### src/rtl/irq_ctrl_pkg.sv
package irq_ctrl_pkg;

  localparam int LINES  = 4;
  localparam int MASK_W = LINES - 1;

  typedef enum logic [1:0] {
    SENSE_EDGE_LEVEL,
    SENSE_LATCH,
    SENSE_LEVEL
  } sense_e;

  // line index 0 ranks highest: 0 critical, 1 high, 2 middle, 3 low
  function automatic sense_e sense_of(input int idx);
    if (idx == 0) return SENSE_EDGE_LEVEL;
    if (idx == 1) return SENSE_LATCH;
    return SENSE_LEVEL;
  endfunction

  // critical sits at the base; the others step down by 8 with falling rank
  function automatic logic [15:0] vector_of(input int idx);
    if (idx == 0) return 16'h0024;
    return 16'(32'h0024 + 8 * (LINES - idx));
  endfunction

  // mask bit that guards a maskable line
  function automatic int mask_bit_of(input int idx);
    return LINES - 1 - idx;
  endfunction

endpackage

### src/rtl/irq_sense.sv
module irq_sense
  import irq_ctrl_pkg::*;
#(
  parameter sense_e MODE = SENSE_LEVEL
) (
  input  logic clk,
  input  logic rst_n,
  input  logic req_in,
  input  logic take,
  input  logic flush,
  output logic pending
);

  logic prev_q;
  logic rise_w;

  // reset high so an input already high at reset is not taken as an edge
  always_ff @(posedge clk or negedge rst_n) begin
    if (!rst_n) prev_q <= 1'b1;
    else        prev_q <= req_in;
  end

  assign rise_w = req_in & ~prev_q;

  generate
    if (MODE == SENSE_EDGE_LEVEL) begin : g_edge_level
      logic hold_q;
      logic unused_flush;
      assign unused_flush = flush;

      always_ff @(posedge clk or negedge rst_n) begin
        if (!rst_n)                hold_q <= 1'b0;
        else if (rise_w)           hold_q <= 1'b1;
        else if (take || !req_in)  hold_q <= 1'b0;
      end

      assign pending = hold_q & req_in;

      AST_CRIT_NO_REFIRE: assert property (@(posedge clk) disable iff (!rst_n)
        (take && req_in) |=> !pending);
      AST_CRIT_NEEDS_LEVEL: assert property (@(posedge clk) disable iff (!rst_n)
        pending |-> req_in);
    end else if (MODE == SENSE_LATCH) begin : g_latch
      logic hold_q;

      always_ff @(posedge clk or negedge rst_n) begin
        if (!rst_n)              hold_q <= 1'b0;
        else if (rise_w)         hold_q <= 1'b1;
        else if (take || flush)  hold_q <= 1'b0;
      end

      assign pending = hold_q;

      AST_LATCH_KEEPS: assert property (@(posedge clk) disable iff (!rst_n)
        (pending && !take && !flush) |=> pending);
      AST_LATCH_FROM_EDGE: assert property (@(posedge clk) disable iff (!rst_n)
        $rose(pending) |-> $past(req_in));
      AST_LATCH_CLEARS: assert property (@(posedge clk) disable iff (!rst_n)
        ((take || flush) && !req_in) |=> !pending);
    end else begin : g_level
      logic unused_sig;
      assign unused_sig = take ^ flush ^ rise_w;
      assign pending = req_in;
    end
  endgenerate

endmodule

### src/rtl/irq_gate.sv
module irq_gate
  import irq_ctrl_pkg::*;
(
  input  logic              clk,
  input  logic              rst_n,
  input  logic              en_set,
  input  logic              en_clr,
  input  logic              accept,
  input  logic              mask_wr,
  input  logic [MASK_W-1:0] mask_data,
  input  logic [LINES-1:0]  pend,
  output logic [LINES-1:0]  eligible,
  output logic              en_q,
  output logic [MASK_W-1:0] mask_q
);

  always_ff @(posedge clk or negedge rst_n) begin
    if (!rst_n)       en_q <= 1'b0;
    else if (accept)  en_q <= 1'b0;
    else if (en_clr)  en_q <= 1'b0;
    else if (en_set)  en_q <= 1'b1;
  end

  always_ff @(posedge clk or negedge rst_n) begin
    if (!rst_n)       mask_q <= '1;
    else if (mask_wr) mask_q <= mask_data;
  end

  assign eligible[0] = pend[0];

  generate
    for (genvar i = 1; i < LINES; i++) begin : g_open
      assign eligible[i] = pend[i] & en_q & ~mask_q[mask_bit_of(i)];
    end
  endgenerate

  AST_ACCEPT_CLEARS_EN: assert property (@(posedge clk) disable iff (!rst_n)
    accept |=> !en_q);
  AST_EN_SET_TAKES: assert property (@(posedge clk) disable iff (!rst_n)
    (en_set && !en_clr && !accept) |=> en_q);
  AST_EN_CLR_TAKES: assert property (@(posedge clk) disable iff (!rst_n)
    en_clr |=> !en_q);
  AST_MASK_WRITE: assert property (@(posedge clk) disable iff (!rst_n)
    mask_wr |=> (mask_q == $past(mask_data)));

endmodule

### src/rtl/irq_pick.sv
module irq_pick
  import irq_ctrl_pkg::*;
#(
  parameter int VW = 16
) (
  input  logic [LINES-1:0] eligible,
  output logic [LINES-1:0] grant,
  output logic             any,
  output logic [VW-1:0]    vector
);

  always_comb begin
    grant  = '0;
    any    = 1'b0;
    vector = '0;
    for (int i = 0; i < LINES; i++) begin
      if (eligible[i] && !any) begin
        grant[i] = 1'b1;
        any      = 1'b1;
        vector   = VW'(vector_of(i));
      end
    end
  end

endmodule

### src/rtl/irq_ctrl.sv
module irq_ctrl
  import irq_ctrl_pkg::*;
#(
  parameter int VEC_W = 16
) (
  input  logic              clk,
  input  logic              rst_n,
  input  logic              crit_in,
  input  logic              hi_in,
  input  logic              mid_in,
  input  logic              lo_in,
  input  logic              en_set,
  input  logic              en_clr,
  input  logic              mask_wr,
  input  logic [MASK_W-1:0] mask_data,
  input  logic              mask_flush,
  output logic              irq_valid,
  output logic [VEC_W-1:0]  irq_vector,
  input  logic              irq_ack,
  output logic [7:0]        status
);

  localparam logic [VEC_W-1:0] CRIT_VEC = VEC_W'(vector_of(0));
  localparam logic [VEC_W-1:0] HI_VEC   = VEC_W'(vector_of(1));

  logic [LINES-1:0]  line_in;
  logic [LINES-1:0]  pend;
  logic [LINES-1:0]  take;
  logic [LINES-1:0]  eligible;
  logic [LINES-1:0]  grant;
  logic              accept;
  logic              flush_hi;
  logic              en_q;
  logic [MASK_W-1:0] mask_q;

  assign line_in  = {lo_in, mid_in, hi_in, crit_in};
  assign accept   = irq_valid & irq_ack;
  assign take     = grant & {LINES{accept}};
  assign flush_hi = mask_wr & mask_flush;

  generate
    for (genvar i = 0; i < LINES; i++) begin : g_line
      irq_sense #(.MODE(sense_of(i))) u_sense (
        .clk     (clk),
        .rst_n   (rst_n),
        .req_in  (line_in[i]),
        .take    (take[i]),
        .flush   ((i == 1) ? flush_hi : 1'b0),
        .pending (pend[i])
      );
    end
  endgenerate

  irq_gate u_gate (
    .clk       (clk),
    .rst_n     (rst_n),
    .en_set    (en_set),
    .en_clr    (en_clr),
    .accept    (accept),
    .mask_wr   (mask_wr),
    .mask_data (mask_data),
    .pend      (pend),
    .eligible  (eligible),
    .en_q      (en_q),
    .mask_q    (mask_q)
  );

  irq_pick #(.VW(VEC_W)) u_pick (
    .eligible (eligible),
    .grant    (grant),
    .any      (irq_valid),
    .vector   (irq_vector)
  );

  assign status = {1'b0, pend[1], pend[2], pend[3], en_q, mask_q};

  AST_CRIT_WINS: assert property (@(posedge clk) disable iff (!rst_n)
    pend[0] |-> (irq_valid && irq_vector == CRIT_VEC));
  AST_ONE_GRANT: assert property (@(posedge clk) disable iff (!rst_n)
    $onehot0(grant));
  AST_GATED_BY_EN: assert property (@(posedge clk) disable iff (!rst_n)
    (irq_valid && !pend[0]) |-> en_q);
  AST_HI_MASKED_SILENT: assert property (@(posedge clk) disable iff (!rst_n)
    (irq_valid && irq_vector == HI_VEC) |-> (en_q && !mask_q[2]));
  AST_HI_TAKEN_CLEARS: assert property (@(posedge clk) disable iff (!rst_n)
    (take[1] && !hi_in) |=> !status[6]);

endmodule

### config.mk
export PLATFORM = sky130hd
export DESIGN_NAME = irq_ctrl
export DESIGN_NICKNAME = d
export VERILOG_FILES = /design/src/rtl/irq_ctrl_pkg.sv /design/src/rtl/irq_sense.sv /design/src/rtl/irq_gate.sv /design/src/rtl/irq_pick.sv /design/src/rtl/irq_ctrl.sv
export SDC_FILE = /design/constraint.sdc
export NUM_CORES = 1
export LEC_CHECK = 0
export ABC_AREA = 1
export BUFFER_PORTS_ARGS = -buffer_cell sky130_fd_sc_hd__buf_2
export CORE_AREA = 5 5 48 50
export DETAILED_ROUTE_END_ITERATION = 16
export DIE_AREA = 0 0 53 55
export MAX_ROUTING_LAYER = met4
export PLACE_DENSITY = 0.58
export RECOVER_POWER = 50
export SYNTH_ARGS = -nofsm -noshare
export SYNTH_HDL_FRONTEND = slang
export SYNTH_SLANG_ARGS = --single-unit
### constraint.sdc
create_clock -name clk -period 2.2 [get_ports clk]
set_input_delay 0.33 -clock clk [delete_from_list [all_inputs] [get_ports clk]]
set_output_delay 0.33 -clock clk [all_outputs]
set_load 0.03 [all_outputs]
==> summary.md, run 1 <==
| Metric | Value |
|---|---|
| Synth Area in Compound Gates | `0.0737` |
| Max clock buf depth | `2` |
| Synth Area in Simple Gates | `0.174` |
| Worst setup path startpoint | `u_gate.mask_q[2]$_DFFE_PN1P_` |
| Die Y | `55 um` |
| Placeable core area | `1860 sq um` |
| Vias | `400` |
| Vias in the first global route | `334` |
| DR WL met2 | `544 um` |
| Slowest stage delay, CP | `0.55 ns` |
| Prevailing post-synth register cell | `dfstp_2` |
| Metal3 WL | `117 um` |
| Standard-cell rows | `16` |
| Register area share after synthesis | `0.405` |
| Port bufs | `25` |
| Worst path cell trace | `nor2_2 > nor2_2 > nand3_1 > nand2_1 > buf_2` |
| I/O pin cnt | `39` |
| Crit path buffers/inverters | `1` |
| Uppermost layer routed | `met3` |
| Final setup viols | `0` |
| Final cycle utilization of the critical path | `0.768` |
| Die area | `2920 sq um` |
| Largest net degree at the start of global routing | `9` |
| Initial antenna violation count | `0` |
| Root buffer cell | `clkbuf_4` |
| Critical Path RT | `1.87 ns` |
| Area contributors post-synth | `buf_4 27%, dfstp_2 26%, dfrtp_1 15%` |
| Number of max-cap violations | `0` |
| Post-synthesis mux area share | `0.0221` |
| Initial drt markers | `0` |
| Setup TNS | `0 ns` |
| Vias per inst | `3.64` |
| Critical setup path kind | `register to output port` |
| Initial Util | `0.274` |
| Top-count cell post-synth | `buf_4` |
| P&R area growth vs syn | `19.9%` |
| # clock sinks | `8` |
| GPL Wtd Cong | `0.649` |
| Ys Warns | `0` |
| Largest family of logic cells by synthesized area | `buffers and inverters` |
| Final-stage net count | `98` |
| Arr. time, crit path | `1.36 ns` |
| Post-Route WL | `1040 um` |
| Final hold violation count | `0` |
| Final Max Slew Viols | `0` |
| Number of synthesized register bits | `8` |
| Clock slew at reported path FFs | `0.06 ns` |
| M1 WL | `380 um` |
| P per Cell Area | `719 nW/um^2` |
| CTS Buf Count | `3` |
| Post-synth cell types | `18` |
| Status | `finished, final reports clean` |
| Syn Inst Count | `59` |
| Crit path launch type | `register` |
| Reg-to-Reg Start | `u_gate.mask_q[2]$_DFFE_PN1P_` |
| Layout cells sized above 1 | `0.434` |
| Area of the multi-input gates | `186 sq um` |
| Area leader, netlist | `buf_4` |
| Drt pass-1 iters | `1` |
| Post-synth EDFFs | `0` |
| Detail Route Antenna Nets | `0` |
| RSZ-0062 raised after global routing | `no` |
| R2R Setup Slk | `1.15 ns` |
| VDD IR max | `0.423 mV` |
| Most common library cells after synthesis | `18 x buf_4, 6 x inv_1, 6 x nand2_1, 6 x nand3_1, 5 x dfstp_2` |
| Post-synth top area share | `0.265` |
| Register Area | `206 sq um` |
| Fmax | `0.592 GHz` |
| Slowest stage cell, crit path | `dfstp_1` |
| CP most frequent cell | `nor2_2` |
| Clock Latency Late Sink | `0.25 ns` |
| Post-synthesis adder-cell area fraction | `0` |
| Minimum clock period | `1.69 ns` |
| H-Tree Depth | `1` |
| Final worst slack | `0.511 ns` |
| Diode count | `0` |
| Hold_sp | `hi_in` |
| Final core utilization | `0.328` |
| Mean Syn Cell Area | `8.63 sq um` |
| Leakage | `0.351 nW` |
| Worst-path fanout max | `4` |
| Post-cts sizing count | `0` |
| Post-Syn Area | `509 sq um` |
| Fillers | `199` |
| Post-placement setup slack | `0.779 ns` |
| CTS tree | `done` |
| Fraction of registers with async set/reset | `1.00` |
| Hold Crit Class | `primary input to register` |
| Post-synthesis xor/xnor area fraction | `0` |
| WL per Instance | `9.46 um` |
| Detailed Place HPWL | `920 um` |
| Top delay family on crit path | `flip-flops` |
| DIE WIDTH | `53 um` |
| Critical Path End Type | `output port` |
| DRC violations left | `0` |
| Total Routing Usage GR | `0.0693` |
| Worst Clk Skew | `0.00427 ns` |
| GRT Residual Overflow | `0` |
| First-pass GRT wire length | `1330 um` |
[state kept, by name, summed over array words and instances (netlist names)]
signal and flops:
u_gate.mask_q 3, g_line.u_sense.pending 1, g_line.u_sense.prev_q 2, u_gate.en_q 1, g_line.u_sense.g_edge_level.hold_q 1
[cell families after synthesis]
logic type      Yosys count
compound gates            6
buf+inv                  25
flops                     8
mux                       1
other cells               1
simple gates             18
[worst reg2reg max path, stage by stage, from the launching register on]
cell     delay (ns)
dfstp_1        0.55
nor2_2         0.08
nor2_2         0.13
nand3_2        0.11
a21oi_2        0.12
[worst paths after layout]
check / endpoint / cells past startpoint
min: g_line[1].u_sense.prev_q$_DFF_PN1_ / 1
max reg2reg: u_gate.en_q$_DFFE_PN0P_ / 4
max: irq_vector[3] / 5
min reg2reg: g_line[1].u_sense.pending$_DFFE_PN0P_ / 1
min in group asynchronous: g_line[0].u_sense.g_edge_level.hold_q$_DFFE_PN0P_ / 2
max in group asynchronous: u_gate.mask_q[1]$_DFFE_PN1P_ / 2
[layout make-up]
class | instances | share of cell area
multi-input cells | 38 | 0.305
flip-flops and latches | 8 | 0.338
clock buffers | 4 | 0.0430
well taps | 27 | 0.0553
inverters | 7 | 0.0430
repair buffers | 26 | 0.215
[routing by layer]
metal  up-vias  global-route usage
met3         0              0.0402
met1       177              0.0589
met4         0              0.0255
met2        22               0.126
li1        201                   -
met5         -                   -
[timing repair]
item                                   CTS  global route
buffers inserted                         0             0
endpoints found under the hold margin    3             0
hold buffers                             1             0
[cells in the final DEF (no fill, tap or decap), drive strengths merged]
master / n
inv: 7
o22ai: 1
a21oi: 1
conb: 13
o21bai: 1
nand3: 7
nand2: 7
dlygate4sd3: 1
buf: 22
mux2: 1
o21ai: 3
nor2: 4
dfstp: 5
clkbuf: 7
dfrtp: 3
[metrics by stage]
step / power, mW / std cells / area, sq um / hold slack, ns
6_report: 0.439 / 110 / 611 / 0.167
5_1_grt: 0.469 / 110 / 611 / 0.161
4_1_cts: 0.450 / 110 / 614 / 0.172
3_5_place_dp: 0.326 / 105 / 578 / 0.177
3_3_place_gp: 0.323 / 105 / 578 / 0.177
2_1_floorplan: 0.310 / 71 / 554 / 0.0344
[where the power goes]
part / switching, mW / internal, mW / leakage, nW
Clock: 0.0483 / 0.0693 / 0.0150
Combinational: 0.112 / 0.0372 / 0.247
Sequential: 0.00785 / 0.164 / 0.0888
(Power assumes the default switching activity.)
==> run 2: changes to the inputs <==
==> constraint.sdc (replaced) <==
create_clock -name clk -period 1.7 [get_ports clk]
set_input_delay 0.255 -clock clk [delete_from_list [all_inputs] [get_ports clk]]
set_output_delay 0.255 -clock clk [all_outputs]
set_load 0.03 [all_outputs]
==> summary.md, run 2 (synthesis results as in run 1) <==
| Metric | Value |
|---|---|
| Post-cts sizing count | `0 (unchanged)` |
| Port bufs | `25 (unchanged)` |
| Largest net degree at the start of global routing | `9 (unchanged)` |
| Regs by FF count | `u_gate.mask_q: 3 flops, g_line.u_sense.prev_q: 2 flops` |
| Worst path cell trace | `nor2_2 > nor2_2 > nand3_1 > nand2_1 > buf_2` |
| Crit path launch type | `register` |
| Hold Crit Depth | `1 (unchanged)` |
| Final setup viols | `0 (unchanged)` |
| Hold Crit Class | `primary input to register` |
| CP most frequent cell | `nor2_2` |
| GPL Wtd Cong | `0.691 (+6.5%)` |
| Fmax | `0.634 GHz` |
| Standard-cell rows | `16 (unchanged)` |
| First-pass GRT wire length | `1450 um (+8.9%)` |
| P_int | `351 uW (+30%)` |
| Psw | `214 uW (+27%)` |
| Post-Route WL | `1000 um (-3.7%)` |
| Crit path buffers/inverters | `1 (unchanged)` |
| Top delay family on crit path | `flip-flops` |
| Worst Clk Skew | `0.00247 ns (-0.00180 ns)` |
| Flop pwr share | `0.396 (+0.004)` |
| DIE WIDTH | `53 um (unchanged)` |
| Max clock buf depth | `2 (unchanged)` |
| Slowest stage delay, CP | `0.54 ns (about the same)` |
| Diode count | `0 (unchanged)` |
| Vias per inst | `3.70 (+1.8%)` |
| Design Power | `565 uW (+29%)` |
| Arr. time, crit path | `1.32 ns (-0.04 ns)` |
| Setup TNS | `0 ns (unchanged)` |
| Final non-filler cell area | `609 sq um (-0.21%)` |
| CTS tree | `done` |
| Cell depth of the worst setup path | `5 (unchanged)` |
| Total Routing Usage GR | `0.0692 (about the same)` |
| I/O pin cnt | `39 (unchanged)` |
| Initial antenna violation count | `0 (unchanged)` |
| Sw frac | `0.379 (-0.00381)` |
| Final hold violation count | `0 (unchanged)` |
| Status | `finished, final reports clean` |
| Leakage | `0.349 nW (-0.63%)` |
| Biggest register | `u_gate.mask_q` |
| RSZ-0062 raised after global routing | `no` |
| Path depth of the worst reg2reg path | `4 (unchanged)` |
| Clk pwr share | `0.263 (-0.005)` |
| Initial Util | `0.274 (unchanged)` |
| Drt pass-1 iters | `4 (+3)` |
| Worst-path fanout max | `4 (unchanged)` |
| Vias in the first global route | `370 (+11%)` |
| VDD IR max | `0.584 mV (+38%)` |
| GRT Residual Overflow | `0 (unchanged)` |
| Layout cells sized above 1 | `0.434 (unchanged)` |
| P&R area growth vs syn | `19.7%` |
| Final Max Slew Viols | `0 (unchanged)` |
| Largest register FFs | `3 (unchanged)` |
| Die area | `2920 sq um (unchanged)` |
| P per Cell Area | `927 nW/um^2 (+29%)` |
| Commonest non-fill, non-tap cells in the layout | `21 x buf_2, 13 x conb_1, 6 x nand2_1, 6 x inv_1, 6 x nand3_1` |
| Root buffer cell | `clkbuf_4` |
| Final cycle utilization of the critical path | `0.928` |
| Final-stage net count | `98 (unchanged)` |
| Critical setup path kind | `register to output port` |
| Detailed Place HPWL | `921 um (+0.15%)` |
| Post-DP Area | `578 sq um (unchanged)` |
| Clock slew at reported path FFs | `0.05 ns (about the same)` |
| Clock Latency Late Sink | `0.24 ns (about the same)` |
| DRC violations left | `0 (unchanged)` |
| # clock sinks | `8 (unchanged)` |
| H-Tree Depth | `1 (unchanged)` |
| Slowest stage cell, crit path | `dfstp_2` |
| Initial drt markers | `4 (+4)` |
| Placeable core area | `1860 sq um (unchanged)` |
| Number of max-cap violations | `0 (unchanged)` |
| CTS Buf Count | `3 (unchanged)` |
| Critical Path RT | `1.44 ns (-0.43 ns)` |
| WL per Instance | `9.12 um (-3.7%)` |
| Critical Path End Type | `output port` |
| Most common cell after layout, fill and taps aside | `buf_2` |
| Die Y | `55 um (unchanged)` |
| Vias | `407 (+1.8%)` |
| Comb power frac | `0.341 (about the same)` |
| Detail Route Antenna Nets | `0 (unchanged)` |
| Minimum clock period | `1.58 ns` |
==> run 2: worst paths after layout <==
kind / start / endpoint / slack (ns)
max: u_gate.mask_q[2]$_DFFE_PN1P_ / irq_vector[3] / 0.12
min: hi_in / g_line[1].u_sense.prev_q$_DFF_PN1_ / 0.11
max reg2reg: u_gate.mask_q[2]$_DFFE_PN1P_ / u_gate.en_q$_DFFE_PN0P_ / 0.67
min reg2reg: u_gate.mask_q[1]$_DFFE_PN1P_ / u_gate.mask_q[1]$_DFFE_PN1P_ / 0.49
max in group asynchronous: rst_n / u_gate.mask_q[1]$_DFFE_PN1P_ / 0.93
min in group asynchronous: rst_n / g_line[0].u_sense.g_edge_level.hold_q$_DFFE_PN0P_ / 0.44
==> run 2: power by group through the flow <==
stage | combinational, mW | sequential, mW | clock, mW
6_report | 0.193 | 0.224 | 0.149
5_1_grt | 0.208 | 0.225 | 0.167
4_1_cts | 0.196 | 0.224 | 0.158
3_5_place_dp | 0.194 | 0.227 | 0
3_3_place_gp | 0.193 | 0.226 | 0
2_1_floorplan | 0.161 | 0.240 | 0
==> run 2: what timing repair did <==
item,4_1_cts,5_1_grt
endpoints found under the setup margin,0,0
endpoints found under the hold margin,3,0
hold buffers,1,0
setup buffers,0,0
==> run 2: final cells by class <==
| class | count | area [sq um] |
|---|---|---|
| clock buffer | 4 | 26.3 |
| fill | 218 | 1250 |
| inverter | 7 | 26.3 |
| multi-input combinational | 38 | 186 |
| sequential | 8 | 206 |
| tap | 27 | 33.8 |
| timing repair buffer | 26 | 130 |
==> run 2: routing by layer <==
metal | up-vias | wire [um] | track usage
li1 | 203 | - | -
met1 | 182 | 345 | 0.0654
met2 | 22 | 532 | 0.136
met3 | 0 | 125 | 0.0322
met4 | 0 | 0 | 0
met5 | - | 0 | -
==> run 2: per-stage QoR <==
stage,util,std cells,worst slack (ns),hold WS [ns]
after global routing,0.327,110,0.0290,0.0968
after global placement,0.310,105,0.396,0.101
final,0.327,110,0.122,0.114
after detailed placement,0.310,105,0.378,0.103
after CTS,0.330,110,0.104,0.104
after floorplan,-,71,0.170,-0.0406
